===== src/rtl/xs_pkg.sv =====
package xs_pkg;

  localparam int XS_REG_W  = 16;
  localparam int XS_BYTE_W = 8;

  localparam logic [7:0] OPC_X_ADD_B   = 8'h3A;
  localparam logic [7:0] OPC_X_SUB_B   = 8'h3E;
  localparam logic [7:0] OPC_X_ADD_IMM = 8'hCF;
  localparam logic [7:0] OPC_S_ADD_IMM = 8'h8F;
  localparam logic [7:0] OPC_X_STEP_UP = 8'h08;
  localparam logic [7:0] OPC_X_STEP_DN = 8'h09;
  localparam logic [7:0] OPC_S_STEP_UP = 8'h31;
  localparam logic [7:0] OPC_S_STEP_DN = 8'h34;

  typedef enum logic [2:0] {
    ADDEND_ZERO,
    ADDEND_B_POS,
    ADDEND_B_NEG,
    ADDEND_IMM_SX,
    ADDEND_ONE,
    ADDEND_MINUS_ONE
  } addend_sel_e;

  typedef struct packed {
    logic        legal;
    logic        to_s;
    addend_sel_e sel;
  } xs_dec_t;

endpackage


===== src/rtl/xs_rst_sync.sv =====
module xs_rst_sync #(
  parameter int STAGES = 2
) (
  input  logic clk,
  input  logic rst_n,
  output logic rst_sync_n
);

  logic [STAGES-1:0] chain_q;
  logic [STAGES-1:0] chain_d;

  always_comb begin
    chain_d = {chain_q[STAGES-2:0], 1'b1};
  end

  always_ff @(posedge clk or negedge rst_n) begin
    if (!rst_n) chain_q <= '0;
    else        chain_q <= chain_d;
  end

  assign rst_sync_n = chain_q[STAGES-1];

endmodule


===== src/rtl/xs_decode.sv =====
module xs_decode
  import xs_pkg::*;
(
  input  logic [7:0] op_byte,
  output xs_dec_t    dec
);

  always_comb begin
    dec = '{legal: 1'b1, to_s: 1'b0, sel: ADDEND_ZERO};
    unique case (op_byte)
      OPC_X_ADD_B:   dec.sel = ADDEND_B_POS;
      OPC_X_SUB_B:   dec.sel = ADDEND_B_NEG;
      OPC_X_ADD_IMM: dec.sel = ADDEND_IMM_SX;
      OPC_X_STEP_UP: dec.sel = ADDEND_ONE;
      OPC_X_STEP_DN: dec.sel = ADDEND_MINUS_ONE;
      OPC_S_ADD_IMM: begin dec.sel = ADDEND_IMM_SX;    dec.to_s = 1'b1; end
      OPC_S_STEP_UP: begin dec.sel = ADDEND_ONE;       dec.to_s = 1'b1; end
      OPC_S_STEP_DN: begin dec.sel = ADDEND_MINUS_ONE; dec.to_s = 1'b1; end
      default:       dec.legal = 1'b0;
    endcase
  end

  // an unrecognised opcode must never select a non-zero addend
  always_comb begin
    a_r10_illegal_zero_addend: assert (dec.legal || dec.sel == ADDEND_ZERO);
  end

endmodule


===== src/rtl/xs_addend.sv =====
module xs_addend
  import xs_pkg::*;
#(
  parameter int W  = XS_REG_W,
  parameter int DW = XS_BYTE_W
) (
  input  addend_sel_e     sel,
  input  logic [DW-1:0]   b_val,
  input  logic [DW-1:0]   imm_val,
  output logic [W-1:0]    addend
);

  localparam int EXT = W - DW;

  logic [W-1:0] b_zx;
  logic [W-1:0] imm_sx;
  logic [W-1:0] one_w;

  generate
    if (EXT > 0) begin : g_widen
      assign b_zx   = {{EXT{1'b0}}, b_val};
      assign imm_sx = {{EXT{imm_val[DW-1]}}, imm_val};
    end else begin : g_same
      assign b_zx   = b_val[W-1:0];
      assign imm_sx = imm_val[W-1:0];
    end
  endgenerate

  assign one_w = {{(W-1){1'b0}}, 1'b1};

  always_comb begin
    unique case (sel)
      ADDEND_B_POS:     addend = b_zx;
      ADDEND_B_NEG:     addend = (~b_zx) + one_w;
      ADDEND_IMM_SX:    addend = imm_sx;
      ADDEND_ONE:       addend = one_w;
      ADDEND_MINUS_ONE: addend = '1;
      default:          addend = '0;
    endcase
  end

endmodule


===== src/rtl/xs_adjust_unit.sv =====
module xs_adjust_unit
  import xs_pkg::*;
#(
  parameter int W  = XS_REG_W,
  parameter int DW = XS_BYTE_W
) (
  input  logic          clk,
  input  logic          rst_n,
  input  logic          op_stb,
  input  logic [7:0]    op_byte,
  input  logic [DW-1:0] acc_b,
  input  logic [DW-1:0] imm_byte,
  output logic [W-1:0]  x_out,
  output logic [W-1:0]  s_out,
  output logic          done
);

  localparam int EXT = W - DW;

  logic         rst_s_n;
  xs_dec_t      dec;
  logic [W-1:0] addend;
  logic [W-1:0] base;
  logic [W-1:0] sum;
  logic         exec_en;

  logic [W-1:0] x_q, x_d;
  logic [W-1:0] s_q, s_d;
  logic         done_q, done_d;
  logic         chk_armed_q;

  xs_rst_sync #(.STAGES(2)) u_rst_sync (
    .clk        (clk),
    .rst_n      (rst_n),
    .rst_sync_n (rst_s_n)
  );

  xs_decode u_decode (
    .op_byte (op_byte),
    .dec     (dec)
  );

  xs_addend #(.W(W), .DW(DW)) u_addend (
    .sel     (dec.sel),
    .b_val   (acc_b),
    .imm_val (imm_byte),
    .addend  (addend)
  );

  // one shared adder; the base register is picked before it
  assign exec_en = op_stb && dec.legal;
  assign base    = dec.to_s ? s_q : x_q;
  assign sum     = base + addend;

  always_comb begin
    x_d    = x_q;
    s_d    = s_q;
    done_d = exec_en;
    if (exec_en) begin
      if (dec.to_s) s_d = sum;
      else          x_d = sum;
    end
  end

  always_ff @(posedge clk or negedge rst_s_n) begin
    if (!rst_s_n) begin
      x_q    <= '0;
      s_q    <= '0;
      done_q <= 1'b0;
    end else begin
      x_q    <= x_d;
      s_q    <= s_d;
      done_q <= done_d;
    end
  end

  always_ff @(posedge clk or negedge rst_s_n) begin
    if (!rst_s_n) chk_armed_q <= 1'b0;
    else          chk_armed_q <= 1'b1;
  end

  assign x_out = x_q;
  assign s_out = s_q;
  assign done  = done_q;

  // unsigned B added to X
  a_r2_add_b: assert property (@(posedge clk) disable iff (!rst_s_n)
    (chk_armed_q && op_stb && op_byte == OPC_X_ADD_B)
      |=> x_out == W'($past(x_out) + {{EXT{1'b0}}, $past(acc_b)}));

  // unsigned B subtracted from X
  a_r3_sub_b: assert property (@(posedge clk) disable iff (!rst_s_n)
    (chk_armed_q && op_stb && op_byte == OPC_X_SUB_B)
      |=> x_out == W'($past(x_out) - {{EXT{1'b0}}, $past(acc_b)}));

  // signed immediate added to X
  a_r4_x_imm: assert property (@(posedge clk) disable iff (!rst_s_n)
    (chk_armed_q && op_stb && op_byte == OPC_X_ADD_IMM)
      |=> x_out == W'($past(x_out) + {{EXT{$past(imm_byte[DW-1])}}, $past(imm_byte)}));

  // signed immediate added to S
  a_r5_s_imm: assert property (@(posedge clk) disable iff (!rst_s_n)
    (chk_armed_q && op_stb && op_byte == OPC_S_ADD_IMM)
      |=> s_out == W'($past(s_out) + {{EXT{$past(imm_byte[DW-1])}}, $past(imm_byte)}));

  // X-targeted work keeps S, S-targeted work keeps X
  a_r8_s_kept: assert property (@(posedge clk) disable iff (!rst_s_n)
    (chk_armed_q && exec_en && !dec.to_s) |=> $stable(s_out));
  a_r8_x_kept: assert property (@(posedge clk) disable iff (!rst_s_n)
    (chk_armed_q && exec_en && dec.to_s) |=> $stable(x_out));

  // done only follows a strobe
  a_r9_done_cause: assert property (@(posedge clk) disable iff (!rst_s_n)
    (chk_armed_q && done) |-> $past(op_stb));

  // unknown opcode has no effect
  a_r10_unknown: assert property (@(posedge clk) disable iff (!rst_s_n)
    (chk_armed_q && op_stb && !dec.legal)
      |=> (!done && $stable(x_out) && $stable(s_out)));

  // idle cycles hold both registers
  a_r12_idle_hold: assert property (@(posedge clk) disable iff (!rst_s_n)
    (chk_armed_q && !op_stb)
      |=> (!done && $stable(x_out) && $stable(s_out)));

endmodule


===== config.mk =====
export PLATFORM = sky130hd
export DESIGN_NAME = xs_adjust_unit
export DESIGN_NICKNAME = d
export VERILOG_FILES = /design/src/rtl/xs_pkg.sv /design/src/rtl/xs_rst_sync.sv /design/src/rtl/xs_decode.sv /design/src/rtl/xs_addend.sv /design/src/rtl/xs_adjust_unit.sv
export SDC_FILE = /design/constraint.sdc
export NUM_CORES = 1
export LEC_CHECK = 0
export ABC_AREA = 1
export CORE_ASPECT_RATIO = 0.6
export CORE_MARGIN = 3
export CORE_UTILIZATION = 59
export CTS_CLUSTER_SIZE = 10
export DETAILED_ROUTE_END_ITERATION = 10
export DONT_BUFFER_PORTS = 1
export PLACE_DENSITY = 0.81
export SETUP_SLACK_MARGIN = 0.05
export SLEW_MARGIN = 5
export SYNTH_ARGS = -nofsm -noshare
export SYNTH_HDL_FRONTEND = slang
export SYNTH_SLANG_ARGS = --single-unit

===== constraint.sdc =====
create_clock -name clk -period 1.6 [get_ports clk]
set_clock_uncertainty 0.15 [all_clocks]
set_input_delay 0.16 -clock clk [delete_from_list [all_inputs] [get_ports clk]]
set_output_delay 0.16 -clock clk [all_outputs]
set_load 0.05 [all_outputs]

==> results of run 1 <==
## logic make-up after synthesis
family / count (synthesis) / synth area share [%]
XOR/XNOR: 9 / 2.75
AO/OA/AOI/OAI: 71 / 13.6
other: 1 / 0.131
adder cells (fa/ha/maj): 18 / 8.13
AND/OR/NAND/NOR: 241 / 36.9
flip-flops: 35 / 30.6
buffers and inverters: 51 / 7.96
## through the flow
step	setup slack, ns	std cells
after detailed placement	-1.19	584
after global placement	-0.990	584
after floorplan	-0.750	426
==> reports/qor.csv, run 1 <==
metric,value,unit
netlist_area,2860,sq um
rows,18,
cts-root-buf,clkbuf_8,
synth_area_leaders,"dfrtp_1, nand2_1, ha_1",
yosysTopAreaCellShare,30.6,%
yosysWarnings,0,
synth_seq_cells,35,
initial_core_util,65.5,%
post_cts_buffers,18,
yosysTopAreaCell,dfrtp_1,
numCtsBuffers,5,
cts_hold_buf,3,
synth_ff_type,dfrtp_1,
syn-num-nets,471,
synth_edf_count,0,
async_reset_ff_share,100,%
cts.sinks,35,
die_y,59.9,um
status,stopped before the end,
ys_seq_area_share,30.6,%
portBuffers,0,
hpwl,7.96,mm
error_line,"[ERROR DPL-0038] Utilization greater than 100%, impossible to legalize",
htree_levels,2,
synth_common_cells,"nand2_1, inv_1, dfrtp_1",
post_cts_resized,83,
dpl_cell_area,3970,sq um
avgSynthCellArea,6.72,sq um
cts_buffer_depth,2,
top_level_ports,60,
dieWidth,95.9,um
haltStage,clock tree synthesis,
place_congestion,0.947,
syn_inst,426,
synth.distinct_cells,35,
yosysMostFrequentCell,nand2_1,
==> inputs of run 2 (changes only) <==
--- a/config.mk
+++ b/config.mk
@@ -6,14 +6,11 @@
 export NUM_CORES = 1
 export LEC_CHECK = 0
 export ABC_AREA = 1
-export CORE_ASPECT_RATIO = 0.6
 export CORE_MARGIN = 3
-export CORE_UTILIZATION = 59
-export CTS_CLUSTER_SIZE = 10
+export CORE_UTILIZATION = 40
 export DETAILED_ROUTE_END_ITERATION = 10
 export DONT_BUFFER_PORTS = 1
-export PLACE_DENSITY = 0.81
-export SETUP_SLACK_MARGIN = 0.05
+export PLACE_DENSITY_LB_ADDON = 0.15
 export SLEW_MARGIN = 5
 export SYNTH_ARGS = -nofsm -noshare
 export SYNTH_HDL_FRONTEND = slang
==> run 2 against run 1 <==
The flow now finishes, with violations (negative setup slack). Synthesized cell count unchanged. Area after synthesis unchanged.
==> reports/qor.csv, run 2 <==
metric,value,unit,change
worstPathMaxFanout,4,,
setup-tns-final,-13.19,ns,
hold_start,imm_byte[0],,
place_congestion,0.913,,-3.6%
instances_no_fill,654,,
coreArea,6870,sq um,
ys_seq_area_share,30.6,%,unchanged
post-route-period-util,139,%,
syn_inst,426,,unchanged
grt_usage,23.1,%,
regToRegStartpoint,x_out[8]$_DFFE_PN0P_,,
ir_worst_vdd,0.000666,V,
route.detailed.drc,0,,
dieWidth,90.6,um,-5.6%
multi_input_area,2550,sq um,
drt-initial-drc-count,138,,
hpwl,6.58,mm,-17%
n_antenna_cell,0,,
synth_seq_cells,35,,unchanged
grt_pass1_wl,15.6,mm,
portBuffers,0,,unchanged
via_count,3313,,
synth.distinct_cells,35,,unchanged
die_y,90.6,um,+51%
seq_area,876,sq um,
worst_slack,-0.631,ns,
seqPwrFrac,27.2,%,
cts-root-buf,clkbuf_8,,
cts_buffer_depth,2,,unchanged
power.switching,1620,uW,
grt_pass1_vias,3395,,
setup_viol_count_final,30,,
drtPass1Iterations,4,,
final_cell_mix,"nand2_1, buf_4, dfrtp_1, inv_1, nand2_2",,
insertion_delay,0.29,ns,
rr_worst_depth,11,,
synth_edf_count,0,,unchanged
holdWs,0.111,ns,
rows,30,,+12
hold_path_class,in -> reg,,
wl,9.56,mm,
rrSetupSlack,-0.51,ns,
p_comb_share,55.5,%,
clk_pin_slew_worst_paths,0.08,ns,
synth_area_leaders,"dfrtp_1, nand2_1, ha_1",,
min_to,s_out[0]$_DFFE_PN0P_,,
drive_gt1_share,52.2,%,
status,finished with violations,,
synth_ff_type,dfrtp_1,,
final_common_cell,nand2_1,,
num-fill-cells,534,,
powerDensity,779,nW/um^2,
yosysTopAreaCell,dfrtp_1,,
yosysWarnings,0,,unchanged
viasPerCell,5.07,,
antenna_found_initial,0,,
place_inst,614,,+5.1%
grt_max_degree,34,,
rsz0062_at_grt,true,,
arrival,2.27,ns,
finalWorstPathRequiredPeriod,2.23,ns,
cp-start-kind,primary input,,
yosysTopAreaCellShare,30.6,%,unchanged
ant_nets,0,,
p_leak,0.00244,uW,
stdcell_area,4920,sq um,
dpl_cell_area,3970,sq um,unchanged
avgSynthCellArea,6.72,sq um,unchanged
finalHoldViolCount,0,,
wire_per_inst,14.6,um,
intPower,2220,uW,
syn-num-nets,471,,unchanged
numCtsBuffers,5,,unchanged
initial_core_util,41.7,%,-24 points
yosysMostFrequentCell,nand2_1,,
dpl_worst_slack,-1.06,ns,+0.138 ns
grt_overflow,0,,
top_level_ports,60,,unchanged
cts_tree,built,,
drv_slew,0,,
cp_data_required_time,1.64,ns,
final_nets,602,,
maxCapViolations,0,,
netlist_area,2860,sq um,unchanged
async_reset_ff_share,100,%,unchanged
clkPwrFrac,17.3,%,
sw_frac_of_total,42.2,%,
htree_levels,2,,unchanged
fmax,0.448,GHz,
die-area,8200,sq um,
cts.sinks,35,,unchanged
crit_path_end_kind,register,,
criticalPathCategory,in -> reg,,
min_delay_path_depth,5,,
regToRegEndpoint,x_out[13]$_DFFE_PN0P_,,
violations,negative setup slack,,
areaGrowthSynthToFinish,71.9,%,
synth_common_cells,"nand2_1, inv_1, dfrtp_1",,
## run 2: worst max-delay path by stage
| stage | from | end | slack [ns] |
|---|---|---|---|
| after global placement | op_byte[5] | s_out[12]$_DFFE_PN0P_ | -1.09 |
| final | acc_b[1] | x_out[15]$_DFFE_PN0P_ | -0.63 |
| after floorplan | op_byte[7] | s_out[14]$_DFFE_PN0P_ | -0.75 |
| after detailed placement | op_byte[5] | s_out[12]$_DFFE_PN0P_ | -1.06 |
| after CTS | acc_b[1] | s_out[14]$_DFFE_PN0P_ | -0.61 |
| after global routing | acc_b[1] | x_out[15]$_DFFE_PN0P_ | -0.78 |
## run 2: repair_timing
action	in CTS	in global routing
pin swaps	55	41
endpoints found under the setup margin	30	31
gates resized for setup	101	55
hold buffers	3	0
setup buffers	23	7
hold endpoints to repair	3	0
## run 2: cell type report
class	count	share of cell area, %
clock buffers	6	1.48
clock inverters	2	0.254
inverters	43	4.45
multi-input cells	340	51.9
flip-flops and latches	35	17.8
well taps	96	2.44
repair buffers	132	21.7
## run 2: per-stage QoR
| stage | utilization (%) | total power, uW |
|---|---|---|
| CTS | 67.5 | 3660 |
| detailed placement | 57.8 | 2760 |
| finish | 71.6 | 3830 |
| global placement | 57.8 | 2750 |
| floorplan | - | 2110 |
| global route | 71.6 | 4050 |
## run 2: power by group through the flow
stage,clock network (uW),registers (uW),logic [uW]
after global routing,710,1060,2280
after floorplan,0,1420,687
after CTS,672,1040,1950
after global placement,0,1060,1690
final,664,1040,2130
after detailed placement,0,1060,1700
## run 2: metal layers
metal | up-vias | share of wire (%) | GRT usage, %
met2 | 82 | 53 | 41.9
li1 | 1632 | - | -
met3 | 15 | 5.2 | 4.92
met4 | 0 | 1.2 | 5.10
met5 | - | 0 | 0
met1 | 1584 | 41 | 27.8
## run 2: kinds of logic after synthesis
kind of cell	share of synthesized area, %
simple gates	36.9
flops	30.6
fa+ha+maj	8.13
other cells	0.131
compound gates	13.6
buf+inv	7.96
xor+xnor	2.75
## run 2: worst max-delay path, cell delays in order
cell and delay (ns):
nor3_4 0.20, nand4_1 0.18, nor2_2 0.17, ha_1 0.26
a21oi_2 0.16, o21ai_2 0.09, ha_4 0.31, buf_4 0.11
nand2_2 0.06, nor2_2 0.11, and2_4 0.15, nand2_1 0.04
nand2_1 0.07, nand3_2 0.07, nand3_1 0.09, nand2_1 0.05
Note: power is estimated with default switching activity, not from simulation.
==> inputs of run 3 (changes only) <==
--- a/config.mk
+++ b/config.mk
@@ -6,11 +6,13 @@
 export NUM_CORES = 1
 export LEC_CHECK = 0
 export ABC_AREA = 1
+export CORE_ASPECT_RATIO = 0.6
 export CORE_MARGIN = 3
 export CORE_UTILIZATION = 40
 export DETAILED_ROUTE_END_ITERATION = 10
 export DONT_BUFFER_PORTS = 1
 export PLACE_DENSITY_LB_ADDON = 0.15
+export SKIP_CTS_REPAIR_TIMING = 1
 export SLEW_MARGIN = 5
 export SYNTH_ARGS = -nofsm -noshare
 export SYNTH_HDL_FRONTEND = slang
==> run 3 against run 2 <==
The flow still finishes with violations (negative setup slack). Critical path type unchanged. Largest power group unchanged. Utilization increased by 0.081 points. Final cell count decreased by 1.5%. Flip-flop and latch count did not move. Global-route usage grew 0.31 points. Via count rose by 2.5%. First-iteration DRC count increased to 3.0 times the previous value.
==> reports/qor.csv, run 3 (synthesis results as in run 2) <==
metric,value,unit,change
worstPathMaxFanout,4,,unchanged
cts-root-buf,clkbuf_16,,
dieWidth,115,um,+27%
die-area,8240,sq um,+0.40%
worst_slack,-0.763,ns,-0.131 ns
final_nets,601,,-0.17%
numCtsBuffers,5,,unchanged
drive_gt1_share,49.7,%,-2.4 points
final_common_cell,nand2_1,,
place_congestion,1.09,,+19%
via_count,3396,,+2.5%
top_level_ports,60,,unchanged
setup_viol_count_final,31,,+3.3%
grt_max_degree,34,,unchanged
portBuffers,0,,unchanged
finalHoldViolCount,0,,unchanged
ant_nets,0,,unchanged
crit_family,simple AND/OR/NAND/NOR gates,,
drt-initial-drc-count,419,,+200%
arrival,2.38,ns,+0.11 ns
place_inst,619,,+0.81%
clk_pin_slew_worst_paths,0.05,ns,-0.03 ns
cpMaxStageDelayCell,ha_1,,
cp_num_buf_inv,0,,-1
antenna_found_initial,0,,unchanged
powerDensity,872,nW/um^2,+12%
grt_overflow,0,,unchanged
hpwl,7.79,mm,+18%
cp_data_required_time,1.62,ns,-0.02 ns
initial_core_util,42.1,%,+0.48 points
htree_levels,2,,unchanged
instances_no_fill,644,,-1.5%
cpMostUsedCell,nor2_2,,
cts_buffer_depth,2,,unchanged
dpl_worst_slack,-1.08,ns,-0.0261 ns
max_stage_delay,0.26,ns,-0.05 ns
viasPerCell,5.27,,+4.1%
crit_chain,"nor3_4, nand4_1, nor2_2, ha_1, a21oi_2, o21ai_2, ha_4, a21oi_4, nor2_2, nor2_2, nor2_1, nor2_1, a21o_1, nand2_2, nand2_1, nand2_1",,
rows,23,,-23%
insertion_delay,0.28,ns,about the same
drv_slew,0,,unchanged
grt_pass1_vias,3006,,-11%
drtPass1Iterations,5,,+1
grt_pass1_wl,15.2,mm,-2.9%
finalWorstPathRequiredPeriod,2.36,ns,+0.131 ns
cts.sinks,35,,unchanged
cp-start-kind,primary input,,
violations,negative setup slack,,
status,finished with violations,,
wl,10.9,mm,+14%
fmax,0.423,GHz,-5.6%
post-route-period-util,148,%,+8.2 points
p_total,4250,uW,+11%
rsz0062_at_grt,true,,
areaGrowthSynthToFinish,70.1,%,
final_cell_mix,"nand2_1, buf_4, dfrtp_1, inv_1, nand2_2",,
maxCapViolations,0,,unchanged
ir_worst_vdd,0.000455,V,-32%
die_y,71.5,um,-21%
wire_per_inst,17.0,um,+16%
grt_usage,23.4,%,+0.31 points
criticalPathCategory,in -> reg,,
route.detailed.drc,0,,unchanged
num-fill-cells,517,,-3.2%
cts_tree,built,,
p_leak,0.00244,uW,about the same
crit_path_end_kind,register,,
n_antenna_cell,0,,unchanged
hold_path_class,in -> reg,,
coreArea,6790,sq um,-1.1%
==> run 3: cell count changes in the layout (fill, tap and decap cells not counted), sizes merged <==
cell / before / now
nand2: 167 / 169
dlygate4sd3: 3 / 2
clkinv: 3 / 1
clkinvlp: 1 / 2
inv: 41 / 42
buf: 129 / 127
==> run 3: final timing paths <==
| path | to | cells after the start | startpoint | slack, ns |
|---|---|---|---|---|
| min in group asynchronous | s_out[8]$_DFFE_PN0P_ | 1 | u_rst_sync.chain_q[1]$_DFF_PN0_ | 0.13 |
| min | done$_DFF_PN0_ | 3 | op_stb | 0.003 |
| max | s_out[14]$_DFFE_PN0P_ | 16 | acc_b[1] | -0.76 |
| max reg2reg | s_out[14]$_DFFE_PN0P_ | 14 | x_out[3]$_DFFE_PN0P_ | -0.65 |
| min reg2reg | s_out[8]$_DFFE_PN0P_ | 1 | u_rst_sync.chain_q[1]$_DFF_PN0_ | 0.13 |
| max in group asynchronous | u_rst_sync.chain_q[1]$_DFF_PN0_ | 2 | rst_n | 0.66 |
==> run 3: power breakdown <==
part           switching [uW]  internal, uW  total [uW]
sequential               62.4           988        1050
clock                     376           574         950
combinational            1300           945        2250
==> run 3: tightest hold or removal path, delay by kind of cell <==
family                 cells  cell delay, ns
buffers and inverters      2            0.17
and+or+nand+nor            1            0.06
==> run 3: layout make-up <==
class	count	area (sq um)	share of cell area, %
Multi-Input combinational cell	342	2520	51.7
Sequential cell	35	876	18.0
Timing Repair Buffer	129	1040	21.3
Inverter	43	190	3.91
Clock inverter	2	12.5	0.257
Tap cell	87	109	2.24
Clock buffer	6	129	2.65
==> run 3: metal layers <==
metal	up-vias	track usage, %	part of all wire, %
met5	-	0	0
met4	0	3.91	1.1
met3	17	5.15	7.1
met2	153	31.4	42
met1	1583	38.1	49
li1	1643	-	-
==> run 3: stage by stage <==
stage | cell area [sq um] | hold slack (ns) | setup TNS [ns] | util, %
after floorplan | 3150 | -0.286 | -18.30 | -
after global placement | 4040 | -0.286 | -28.33 | 59.5
after detailed placement | 4040 | -0.286 | -27.28 | 59.5
after CTS | 4180 | -0.579 | -18.71 | 61.6
after global routing | 4870 | 0.0140 | -20.43 | 71.7
final | 4870 | 0.00260 | -16.86 | 71.7
==> inputs of run 4 (changes only) <==
--- a/config.mk
+++ b/config.mk
@@ -13,6 +13,7 @@
 export DONT_BUFFER_PORTS = 1
 export PLACE_DENSITY_LB_ADDON = 0.15
 export SKIP_CTS_REPAIR_TIMING = 1
+export SKIP_LAST_GASP = 1
 export SLEW_MARGIN = 5
 export SYNTH_ARGS = -nofsm -noshare
 export SYNTH_HDL_FRONTEND = slang
==> run 4 against run 3 <==
The run still ends with negative setup slack left. Flip-flop and latch count unchanged. Non-clock buffer count unchanged. Via count about the same. Global-route usage unchanged. Total power decreased by 0.12%. Setup slack got worse by 0.0050 ns. Sequential power about the same. Routed wire length increased by 0.96%. Largest power group unchanged.
==> reports/qor.csv, run 4 (synthesis results as in run 2) <==
metric,value,unit,change
status,finished with violations,,
violations,negative setup slack,,
rows,23,,unchanged
powerDensity,876,nW/um^2,+0.45%
htree_levels,2,,unchanged
finalHoldViolCount,0,,unchanged
crit_path_end_kind,register,,
cts.sinks,35,,unchanged
rr_worst_depth,12,,-2
worst_slack,-0.768,ns,-0.00495 ns
final_common_cell,nand2_1,,
max_stage_delay,0.26,ns,about the same
num-fill-cells,513,,-0.77%
final_nets,601,,unchanged
drv_slew,0,,unchanged
wire_per_inst,17.1,um,+0.96%
drt-initial-drc-count,418,,-0.24%
hold_path_class,in -> reg,,
antenna_found_initial,0,,unchanged
route.detailed.drc,0,,unchanged
portBuffers,0,,unchanged
max-slew-margin-rel,62.4,%,
post-route-period-util,148,%,+0.31 points
place_congestion,1.09,,unchanged
cp-start-kind,primary input,,
die-area,8240,sq um,unchanged
arrival,2.39,ns,about the same
finalWorstPathRequiredPeriod,2.37,ns,+0.00495 ns
seq_area,876,sq um,unchanged
grt_usage,23.4,%,unchanged
dieWidth,115,um,unchanged
drive_gt1_share,49.0,%,-0.72 points
wl,11.0,mm,+0.96%
worstMarginPinSlew,0.557,ns,
worstSetupEndpoint,s_out[14]$_DFFE_PN0P_,,
setup-tns-final,-17.28,ns,-0.426 ns
criticalPathCategory,in -> reg,,
grt_max_degree,34,,unchanged
setup_viol_count_final,31,,unchanged
grt_pass1_vias,3006,,unchanged
worstPathMaxFanout,4,,unchanged
hpwl,7.79,mm,unchanged
critPathLaunch,acc_b[1],,
crit_chain,"nor3_4, nand4_1, nor2_2, ha_1, a21oi_2, o21ai_2, ha_4, a21oi_4, nor2_2, nor2_2, nor2_1, nor2_1, a21o_1, nand2_2, nand2_1, nand2_1",,
insertion_delay,0.28,ns,about the same
initial_core_util,42.1,%,unchanged
via_count,3399,,+0.088%
cpMostUsedCell,nor2_2,,
final_cell_mix,"nand2_1, buf_4, dfrtp_1, inv_1, nand2_2",,
coreArea,6790,sq um,unchanged
p_leak,0.00244,uW,-0.10%
cts_tree,built,,
die_y,71.5,um,unchanged
drtPass1Iterations,5,,unchanged
ir_worst_vdd,0.000443,V,-2.7%
multi_input_area,2490,sq um,-0.94%
rrSetupSlack,-0.71,ns,-0.06 ns
regToRegStartpoint,x_out[8]$_DFFE_PN0P_,,
regToRegEndpoint,s_out[14]$_DFFE_PN0P_,,
clk_pin_slew_worst_paths,0.06,ns,about the same
fmax,0.422,GHz,-0.21%
holdWs,0.0345,ns,+0.0319 ns
cpMaxStageDelayCell,ha_1,,
ant_nets,0,,unchanged
viasPerCell,5.28,,about the same
p_total,4240,uW,-0.12%
cts-root-buf,clkbuf_16,,
grt_pass1_wl,15.2,mm,unchanged
rsz0062_at_grt,true,,
utilization,71.3,%,-0.41 points
top_level_ports,60,,unchanged
cts_buffer_depth,2,,unchanged
n_antenna_cell,0,,unchanged
areaGrowthSynthToFinish,69.2,%,
cp_data_required_time,1.62,ns,about the same
grt_overflow,0,,unchanged
numCtsBuffers,5,,unchanged
maxCapViolations,0,,unchanged
-- run 4: layer usage --
| layer | GRT usage [%] | wire, um | vias up |
|---|---|---|---|
| met5 | 0 | 0 | - |
| met4 | 3.91 | 134 | 0 |
| met3 | 5.15 | 783 | 19 |
| met2 | 31.4 | 4730 | 128 |
| met1 | 38.1 | 5390 | 1603 |
| li1 | - | - | 1649 |
-- run 4: how the worst min path moves through the flow --
stage	cells after the start	slack [ns]	to	from
finish	3	0.03	done$_DFF_PN0_	op_stb
global placement	0	-0.29	u_rst_sync.chain_q[1]$_DFF_PN0_	rst_n
floorplan	0	-0.29	u_rst_sync.chain_q[0]$_DFF_PN0_	rst_n
CTS	0	-0.58	u_rst_sync.chain_q[1]$_DFF_PN0_	rst_n
detailed placement	0	-0.29	u_rst_sync.chain_q[1]$_DFF_PN0_	rst_n
global route	3	0.04	done$_DFF_PN0_	op_stb
-- run 4: cell type report --
| cell class | count | share of cell area (%) |
|---|---|---|
| Clock inverter | 2 | 0.258 |
| Clock buffer | 6 | 2.66 |
| Multi-Input combinational cell | 342 | 51.5 |
| Inverter | 43 | 3.93 |
| Timing Repair Buffer | 129 | 21.3 |
| Sequential cell | 35 | 18.1 |
| Tap cell | 87 | 2.25 |
-- run 4: stage by stage --
step / worst slack [ns] / std cells / area, sq um
after floorplan: -0.750 / 426 / 3150
after global placement: -1.09 / 619 / 4040
after detailed placement: -1.08 / 619 / 4040
after CTS: -0.801 / 627 / 4180
after global routing: -0.878 / 644 / 4840
final: -0.768 / 644 / 4840
-- run 4: power breakdown --
group          internal, uW  switching (uW)  total, uW
clock                   575             383        958
sequential              988            62.0       1050
combinational           936            1300       2230
total                  2500            1740       4240
-- run 4: worst max-delay path, delay by kind of cell --
kind            cells  cell delay [ns]
fa+ha+maj           2             0.52
simple gates       10             1.13
compound gates      4             0.57
